<file path="src/rtl/valu_dec_pkg.sv">
package valu_dec_pkg;

    localparam int WORD_W    = 32;
    localparam int OPC_W     = 6;
    localparam int VREG_W    = 8;
    localparam int SRC_W     = 9;

    localparam int SRC_LSB   = 0;
    localparam int VSRC1_LSB = SRC_LSB + SRC_W;
    localparam int VDST_LSB  = VSRC1_LSB + VREG_W;
    localparam int OPC_LSB   = VDST_LSB + VREG_W;
    localparam int FMT_BIT   = OPC_LSB + OPC_W;

    localparam int INL_ZERO  = 128;
    localparam logic [SRC_W-1:0] CODE_LITERAL = SRC_W'(255);

    typedef enum logic [2:0] {
        SRC_SREG   = 3'd0,
        SRC_VREG   = 3'd1,
        SRC_INLINE = 3'd2,
        SRC_LIT    = 3'd3,
        SRC_UNSUP  = 3'd4
    } src_kind_e;

    typedef struct packed {
        logic [OPC_W-1:0]  opcode;
        logic [VREG_W-1:0] vdst;
        logic [VREG_W-1:0] vsrc1;
        src_kind_e         kind;
        logic [VREG_W-1:0] sreg;
        logic [WORD_W-1:0] value;
        logic              fmt_err;
        logic              opnd_err;
    } dec_t;

endpackage

</file>
<file path="src/rtl/valu_field_split.sv">
module valu_field_split
    import valu_dec_pkg::*;
(
    input  logic [WORD_W-1:0] word,
    output logic              fmt_bit,
    output logic [OPC_W-1:0]  opcode,
    output logic [VREG_W-1:0] vdst,
    output logic [VREG_W-1:0] vsrc1,
    output logic [SRC_W-1:0]  src0
);
    assign fmt_bit = word[FMT_BIT];
    assign opcode  = word[OPC_LSB   +: OPC_W];
    assign vdst    = word[VDST_LSB  +: VREG_W];
    assign vsrc1   = word[VSRC1_LSB +: VREG_W];
    assign src0    = word[SRC_LSB   +: SRC_W];
endmodule

</file>
<file path="src/rtl/valu_src_resolve.sv">
module valu_src_resolve
    import valu_dec_pkg::*;
#(
    parameter int POS_MAX = 64,
    parameter int NEG_MAX = 16
) (
    input  logic [SRC_W-1:0]  code,
    output src_kind_e         kind,
    output logic [VREG_W-1:0] sreg,
    output logic [WORD_W-1:0] value,
    output logic              opnd_err
);
    localparam int POS_TOP = INL_ZERO + POS_MAX;
    localparam int NEG_TOP = POS_TOP + NEG_MAX;

    int c;

    always_comb begin
        c        = int'(code);
        kind     = SRC_UNSUP;
        sreg     = '0;
        value    = '0;
        opnd_err = 1'b0;
        if (code[SRC_W-1]) begin
            kind = SRC_VREG;
            sreg = code[VREG_W-1:0];
        end else if (code == CODE_LITERAL) begin
            kind = SRC_LIT;
        end else if (c < INL_ZERO) begin
            kind = SRC_SREG;
            sreg = code[VREG_W-1:0];
        end else if (c <= POS_TOP) begin
            kind  = SRC_INLINE;
            value = WORD_W'(c - INL_ZERO);
        end else if (c <= NEG_TOP) begin
            kind  = SRC_INLINE;
            value = WORD_W'(POS_TOP - c);
        end else begin
            opnd_err = 1'b1;
        end
    end
endmodule

</file>
<file path="src/rtl/valu_decoder.sv">
module valu_decoder
    import valu_dec_pkg::*;
#(
    parameter int POS_MAX = 64,
    parameter int NEG_MAX = 16
) (
    input  logic              clk,
    input  logic              rst,
    input  logic              in_valid,
    output logic              in_ready,
    input  logic [WORD_W-1:0] in_data,
    output logic              out_valid,
    input  logic              out_ready,
    output logic [OPC_W-1:0]  out_opcode,
    output logic [VREG_W-1:0] out_vdst,
    output logic [VREG_W-1:0] out_vsrc1,
    output logic [2:0]        out_src0_kind,
    output logic [VREG_W-1:0] out_src0_reg,
    output logic [WORD_W-1:0] out_src0_value,
    output logic              out_fmt_err,
    output logic              out_opnd_err
);
    logic              f_fmt;
    logic [OPC_W-1:0]  f_opc;
    logic [VREG_W-1:0] f_vdst;
    logic [VREG_W-1:0] f_vsrc1;
    logic [SRC_W-1:0]  f_src0;
    src_kind_e         r_kind;
    logic [VREG_W-1:0] r_sreg;
    logic [WORD_W-1:0] r_value;
    logic              r_err;

    valu_field_split i_split (
        .word    (in_data),
        .fmt_bit (f_fmt),
        .opcode  (f_opc),
        .vdst    (f_vdst),
        .vsrc1   (f_vsrc1),
        .src0    (f_src0)
    );

    valu_src_resolve #(.POS_MAX(POS_MAX), .NEG_MAX(NEG_MAX)) i_resolve (
        .code     (f_src0),
        .kind     (r_kind),
        .sreg     (r_sreg),
        .value    (r_value),
        .opnd_err (r_err)
    );

    dec_t fresh;
    dec_t pend_q;
    dec_t out_q;
    logic wait_lit_q;
    logic acc;

    always_comb begin
        fresh.opcode   = f_opc;
        fresh.vdst     = f_vdst;
        fresh.vsrc1    = f_vsrc1;
        fresh.kind     = r_kind;
        fresh.sreg     = r_sreg;
        fresh.value    = r_value;
        fresh.fmt_err  = f_fmt;
        fresh.opnd_err = r_err;
    end

    assign in_ready = !out_valid || out_ready;
    assign acc      = in_valid && in_ready;

    always_ff @(posedge clk) begin
        if (rst) begin
            wait_lit_q <= 1'b0;
            out_valid  <= 1'b0;
            out_q      <= '0;
            pend_q     <= '0;
        end else begin
            if (out_valid && out_ready) begin
                out_valid <= 1'b0;
            end
            if (acc) begin
                if (wait_lit_q) begin
                    out_q       <= pend_q;
                    out_q.value <= in_data;
                    out_valid   <= 1'b1;
                    wait_lit_q  <= 1'b0;
                end else if (!fresh.fmt_err && fresh.kind == SRC_LIT) begin
                    pend_q     <= fresh;
                    wait_lit_q <= 1'b1;
                end else begin
                    out_q     <= fresh;
                    out_valid <= 1'b1;
                end
            end
        end
    end

    assign out_opcode     = out_q.opcode;
    assign out_vdst       = out_q.vdst;
    assign out_vsrc1      = out_q.vsrc1;
    assign out_src0_kind  = out_q.kind;
    assign out_src0_reg   = out_q.sreg;
    assign out_src0_value = out_q.value;
    assign out_fmt_err    = out_q.fmt_err;
    assign out_opnd_err   = out_q.opnd_err;
endmodule

</file>
<file path="config.mk">
export PLATFORM = sky130hd
export DESIGN_NAME = valu_decoder
export DESIGN_NICKNAME = d
export VERILOG_FILES = /design/src/rtl/valu_dec_pkg.sv /design/src/rtl/valu_field_split.sv /design/src/rtl/valu_src_resolve.sv /design/src/rtl/valu_decoder.sv
export SDC_FILE = /design/constraint.sdc
export NUM_CORES = 1
export LEC_CHECK = 0
export BUFFER_PORTS_ARGS = -buffer_cell sky130_fd_sc_hd__buf_2
export CAP_MARGIN = 20
export CELL_PAD_IN_SITES_DETAIL_PLACEMENT = 1
export CELL_PAD_IN_SITES_GLOBAL_PLACEMENT = 2
export CORE_ASPECT_RATIO = 0.9
export CORE_MARGIN = 10
export CORE_UTILIZATION = 31
export CTS_CLUSTER_DIAMETER = 200
export CTS_CLUSTER_SIZE = 30
export DETAILED_ROUTE_END_ITERATION = 8
export PLACE_DENSITY_LB_ADDON = 0.1
export SLEW_MARGIN = 25
export SYNTH_ARGS = -nofsm -noshare
export SYNTH_HDL_FRONTEND = slang
export SYNTH_SLANG_ARGS = --single-unit
export TNS_END_PERCENT = 100
</file>
<file path="constraint.sdc">
create_clock -name clk -period 2.3 [get_ports clk]
set_clock_uncertainty 0.1 [all_clocks]
set_input_delay 0.115 -clock clk [delete_from_list [all_inputs] [get_ports clk]]
set_output_delay 0.115 -clock clk [all_outputs]
set_load 0.005 [all_outputs]
</file>
==> run_results.csv, run 1 <==
group,metric,value,unit
floorplanning,core_area,13500,sq um
synth,synth_mux_area_share,6.09,%
setup_path,crit_path_cell_trace,"dlygate4sd3_1 -> buf_2 -> nand2b_1 -> nand2_1 -> a21o_1 -> buf_4 -> a221oi_1 -> nor2_1",
floorplanning,dieWidth,144,um
power_and_ir_drop,switching_share,25.2,%
synth,yosys.area_share.adder,1.46,%
final_layout,multi_input_area,2000,sq um
worst_hold_path,worstHoldPathCells,3,
floorplanning,design.portCount,105,
global_route,grt.total_usage,14.6,%
synth,netlist.area_leader.share,47.5,%
drt,routed-via-count,3913,
run_status,status,"completed",
sta,slew_violations,0,
setup_path,critical-path-slowest-cell,"dlygate4sd3_1",
sta,setup_viol_count_final,0,
cts,numCtsBuffers,9,
setup_path,critical_path_class,"in2reg",
sta,rsz0062_at_grt,"no",
global_route,grt_pass1_vias,4068,
floorplanning,fp.dieH,132,um
final_layout,antennaDiodeCount,0,
final_layout,regArea,2040,sq um
synth,async_reset_ff_share,0,%
cts,cts.path.max_buffers,2,
final_layout,regMostFlops,"pend_q",
drt,wl,13600,um
floorplanning,dieArea,19000,sq um
power_and_ir_drop,p_int,2.99,mW
synth,yosys.area_share.simple,15.9,%
sta,final-hold-violation-count,0,
drt,ant_nets,0,
synth,synth_top_family_by_area,"compound AO/OA/AOI/OAI gates",
worst_hold_path,hold_class,"in2reg",
drt,avgViaCountPerCell,5.04,
sta,fin_tns_setup,0,ps
synth,yosysUniqueCellTypes,42,
place,portBuffers,104,
power_and_ir_drop,combPwrFrac,14.1,%
setup_path,r2r-start,"out_valid",
cts,clk_pin_slew,60,ps
setup_path,worstPathArrival,2080,ps
final_layout,nFillCells,1588,
sta,slew_headroom,49.4,%
synth,syn_area,4300,sq um
power_and_ir_drop,pwr-share-clk,38.2,%
sta,period_needed,1970,ps
global_route,grt_overflow,0,
synth,yosys_warnings,0,
synth,ys_ff_latch,102,
global_route,grt_max_degree,64,
cts,clockRootBuffer,"clkbuf_16",
power_and_ir_drop,p_switching,1.01,mW
setup_path,reg2reg_to,"out_src0_value[1]",
power_and_ir_drop,leakage,2.25,nW
drt,routedWlPerCell,17.5,um
setup_path,ff2ff_setup_slack,440,ps
floorplanning,rows,40,
cts,clock_sinks,102,
final_layout,area_delta_synth_final,26.3,%
final_layout,largest_register_ffs,34,
sta,max_freq,509,MHz
setup_path,crit_end,"out_src0_value[1]",
synth,yosys.area.top_type,"dfxtp_1",
power_and_ir_drop,ir_drop,0.398,mV
final_layout,layout_common_cells,"buf_2, dfxtp_1, nand2_1",
synth,syn_avg_cell_area,8.61,sq um
setup_path,cp-end-kind,"flip-flop",
place,hpwl,9150,um
power_and_ir_drop,power_density,736,nW/um^2
floorplanning,start_util,31.9,%
setup_path,slowest_delay,520,ps
synth,synthCells,499,
synth,ys.flop_type,"dfxtp_1",
setup_path,cp-start-kind,"primary input",
setup_path,crit_fanout,12,
synth,synth_fp_nets,540,
sta,worst_slew_pin_slew,757,ps
cts,clkLatencyLatePin,350,ps
global_route,antenna_found_initial,0,
global_route,grt_pass1_wl,22300,um
synth,synth_compound_area_share,22.5,%
drt,drt_pass1_iterations,4,
cts,h-tree-depth,3,
setup_path,reg2reg_depth,6,
setup_path,setup.worst_path.start,"out_ready",
place,gp_congestion,0.817,
setup_path,cp.required,2410,ps
cts,tritoncts,"yes",
sta,period_share,85.5,%
final_layout,postLayoutCoreUtil,40.3,%
drt,drc,0,
synth,synth.area.top_cells,"dfxtp_1, a21oi_1, nand2_1",
flow_run,maxCapViolations,0,
synth,synth-edff-count,0,
sta,fin_hold_ws,36.7,ps
drt,drt-initial-drc-count,149,
final_layout,final_layout_size_suffix_gt1_share,23.2,%
final_layout,num-nets-final,646,
cts,post_cts_buffers,0,
synth,synth_xor_xnor_area_share,0.408,%
power_and_ir_drop,pwr-share-seq,47.6,%
final_layout,layout_commonest_cell,"buf_2",
synth,yosysSeqAreaShare,47.5,%
-- power by group through the flow --
stage,Combinational [mW],Clock (mW),Sequential (mW)
final,0.564,1.53,1.90
after floorplan,0.298,0,1.95
after detailed placement,0.541,0,1.94
after global placement,0.532,0,1.94
after CTS,0.576,1.60,1.90
after global routing,0.640,1.67,1.91
-- cell type report --
class	instances	share of cell area, %
flip-flops and latches	102	37.7
multi-input cells	346	36.8
repair buffers	140	15.9
clock buffers	13	4.80
well taps	168	3.87
clock inverters	1	0.554
inverters	6	0.415
-- worst min path at each step --
stage / startpoint / end
2_1_floorplan: in_data[9] / pend_q[45]
3_3_place_gp: in_data[24] / pend_q[60]
3_5_place_dp: in_data[20] / pend_q[56]
4_1_cts: in_data[0] / out_src0_value[0]
5_1_grt: in_data[0] / out_src0_value[0]
6_report: in_data[0] / out_src0_value[0]
-- per-layer routing --
layer	vias to the layer above	routed length, um	GRT usage (%)
met1	1872	6650	19.8
li1	1949	-	-
met5	-	0	0
met2	83	5920	21.2
met4	0	111	3.68
met3	9	868	5.37
-- through the flow --
step                      instance area (sq um)  power, mW  std cells  setup slack (ps)
after floorplan                            4300       2.24        499               617
after global placement                     4890       2.47        738               119
after detailed placement                   4890       2.48        738              40.2
after CTS                                  5430       4.08        776               347
after global routing                       5430       4.22        776               148
final                                      5430       3.99        776               334
-- cells in the mapped netlist (3+ instances only) --
cell / n
a21oi_1: 62
clkbuf_1: 26
mux2i_1: 25
and3_1: 10
buf_6: 7
nor3_1: 4
buf_2: 8
nand3_1: 4
dfxtp_1: 102
nand2_1: 76
o21ai_0: 44
buf_4: 3
nand4_1: 3
a211oi_1: 24
a221oi_1: 11
ha_1: 5
nor2_1: 48
inv_1: 6
-- logic make-up after synthesis --
family	Yosys count
AND/OR/NAND/NOR	156
AO/OA/AOI/OAI	157
buffers and inverters	51
adder cells (fa/ha/maj)	5
flip-flops	102
multiplexers	26
XOR/XNOR	2
-- worst max-delay path, delay by kind of cell --
kind	cells	cell delay [ps]
AO/OA/AOI/OAI	2	740
buffers and inverters	3	810
AND/OR/NAND/NOR	3	410
-- timing repair --
item,in CTS,in global routing
resized for setup,0,0
endpoints found under the hold margin,46,0
endpoints found under the setup margin,0,0
hold buffers,24,0
(Power assumes the default switching activity.)
==> inputs of run 2 (changes only) <==
CELL_PAD_IN_SITES_GLOBAL_PLACEMENT = 1   (was 2)
CORE_UTILIZATION = 39   (was 31)
==> run 2 against run 1 <==
Compared with the run above:
- critical path depth stayed put
- sequential cell count stayed put
- largest cell class unchanged
- clock power is 6% higher
- critical path type unchanged
- largest power group unchanged
- critical endpoint unchanged
==> run_results.csv, run 2 (same netlist as run 1, synthesis figures left out) <==
group,metric,value,unit
power_and_ir_drop,leakage,2.26,nW
floorplanning,dieArea,15600,sq um
drt,drt-initial-drc-count,177,
setup_path,crit_path_cell_trace,"buf_2 -> inv_1 -> ha_1 -> nor3b_1 -> a21o_1 -> mux2_2 -> a221oi_1 -> nor2_1",
setup_path,cp-end-kind,"flip-flop",
sta,max_freq,505,MHz
sta,fin_tns_setup,0,ps
setup_path,cp_num_buf_inv,2,
global_route,grt.total_usage,17.0,%
setup_path,path_delay_family,"compound AO/OA/AOI/OAI gates",
sta,slew_headroom,48.0,%
setup_path,critical-path-slowest-cell,"a221oi_1",
final_layout,layout_commonest_cell,"buf_2",
drt,drc,0,
place,gp_congestion,0.822,
drt,avgViaCountPerCell,5.32,
drt,ant_nets,0,
place,portBuffers,104,
global_route,met3_usage,4.71,%
sta,rsz0062_at_grt,"no",
floorplanning,dieWidth,131,um
final_layout,largest_register_ffs,34,
final_layout,antennaDiodeCount,0,
drt,drt_pass1_iterations,4,
sta,period_needed,1980,ps
floorplanning,core_area,10800,sq um
cts,clk_pin_slew,70,ps
sta,slew_violations,0,
global_route,grt_pass1_vias,4329,
final_layout,final_layout_size_suffix_gt1_share,23.6,%
cts,post_cts_resized,0,
sta,final-hold-violation-count,0,
sta,setup_viol_count_final,0,
setup_path,slowest_delay,510,ps
final_layout,regMostFlops,"pend_q",
drt,routed-via-count,3949,
final_layout,nFillCells,1295,
cts,hold_buffers,23,
setup_path,cp-start-kind,"primary input",
cts,post_cts_buffers,0,
final_layout,num-nets-final,646,
place,post_dp_cell_area,4870,sq um
global_route,grt-busiest-layer,"met2",
power_and_ir_drop,power_density,755,nW/um^2
sta,worst_slew_pin_slew,778,ps
final_layout,finalInstanceArea,5410,sq um
cts,clockRootBuffer,"clkbuf_16",
final_layout,area_delta_synth_final,26.0,%
flow_run,maxCapViolations,0,
setup_path,critical_path_class,"in2reg",
final_layout,layout_common_cells,"buf_2, dfxtp_1, nand2_1",
final_layout,multi_input_area,2000,sq um
setup_path,worstPathArrival,2090,ps
setup_path,crit_fanout,6,
global_route,grtUsageMet2,26.0,%
drt,wl,13200,um
floorplanning,design.portCount,105,
run_status,status,"completed",
worst_hold_path,hold_class,"in2reg",
cts,numCtsBuffers,9,
global_route,grt_max_degree,57,
floorplanning,start_util,39.7,%
power_and_ir_drop,ir_drop,0.335,mV
global_route,grt_overflow,0,
cts,cts.path.max_buffers,2,
sta,period_share,86.1,%
setup_path,ff2ff_setup_slack,360,ps
global_route,antenna_found_initial,0,
cts,clock_sinks,102,
final_layout,regArea,2040,sq um
floorplanning,fp.dieH,120,um
floorplanning,rows,36,
place,hpwl,8880,um
drt,routedWlPerCell,17.8,um
cts,tritoncts,"yes",
setup_path,cp.required,2410,ps
cts,clkLatencyLatePin,330,ps
cts,h-tree-depth,3,
global_route,use_met1,23.5,%
global_route,grt_pass1_wl,22000,um
==> run 2: layout make-up <==
| type | count | share of cell area [%] |
|---|---|---|
| Clock inverter | 5 | 1.53 |
| Sequential cell | 102 | 37.7 |
| Timing Repair Buffer | 140 | 16.1 |
| Tap cell | 133 | 3.07 |
| Multi-Input combinational cell | 346 | 36.9 |
| Inverter | 6 | 0.416 |
| Clock buffer | 10 | 4.23 |
==> run 2: report_power, final <==
group	internal [mW]	leakage [nW]	total, mW	switching (mW)
sequential	1.86	0.837	1.90	0.0474
clock	0.953	0.153	1.62	0.665
combinational	0.236	1.27	0.562	0.327
==> run 2: stage by stage <==
step	cells	util (%)	setup slack [ps]	hold WS [ps]	power (mW)
floorplan	499	-	617	155	2.24
global placement	704	45.1	118	287	2.46
detailed placement	704	45.1	36.5	296	2.48
CTS	742	50.1	380	26.2	4.12
global route	742	50.1	148	58.1	4.27
finish	742	50.1	320	38.2	4.08
==> run 2: worst reg2reg max path, delay by kind of cell (launching register included) <==
kind / cells / cell delay, ps
compound gates: 3 / 1050
simple gates: 2 / 330
flops: 1 / 310
==> run 2: final timing paths <==
| path | to | cells after the start | startpoint |
|---|---|---|---|
| worst min-delay path | out_src0_value[0] | 3 | in_data[0] |
| worst max-delay path | out_src0_value[1] | 8 | in_data[0] |
| worst min register to register | pend_q[63] | 2 | pend_q[63] |
| worst max register to register | out_src0_value[15] | 5 | out_valid |
==> run 2: layer usage <==
metal | part of all wire, % | up-vias
met5 | 0 | -
met2 | 44 | 82
met3 | 6.5 | 9
met1 | 49 | 1902
met4 | 0.67 | 0
li1 | - | 1956
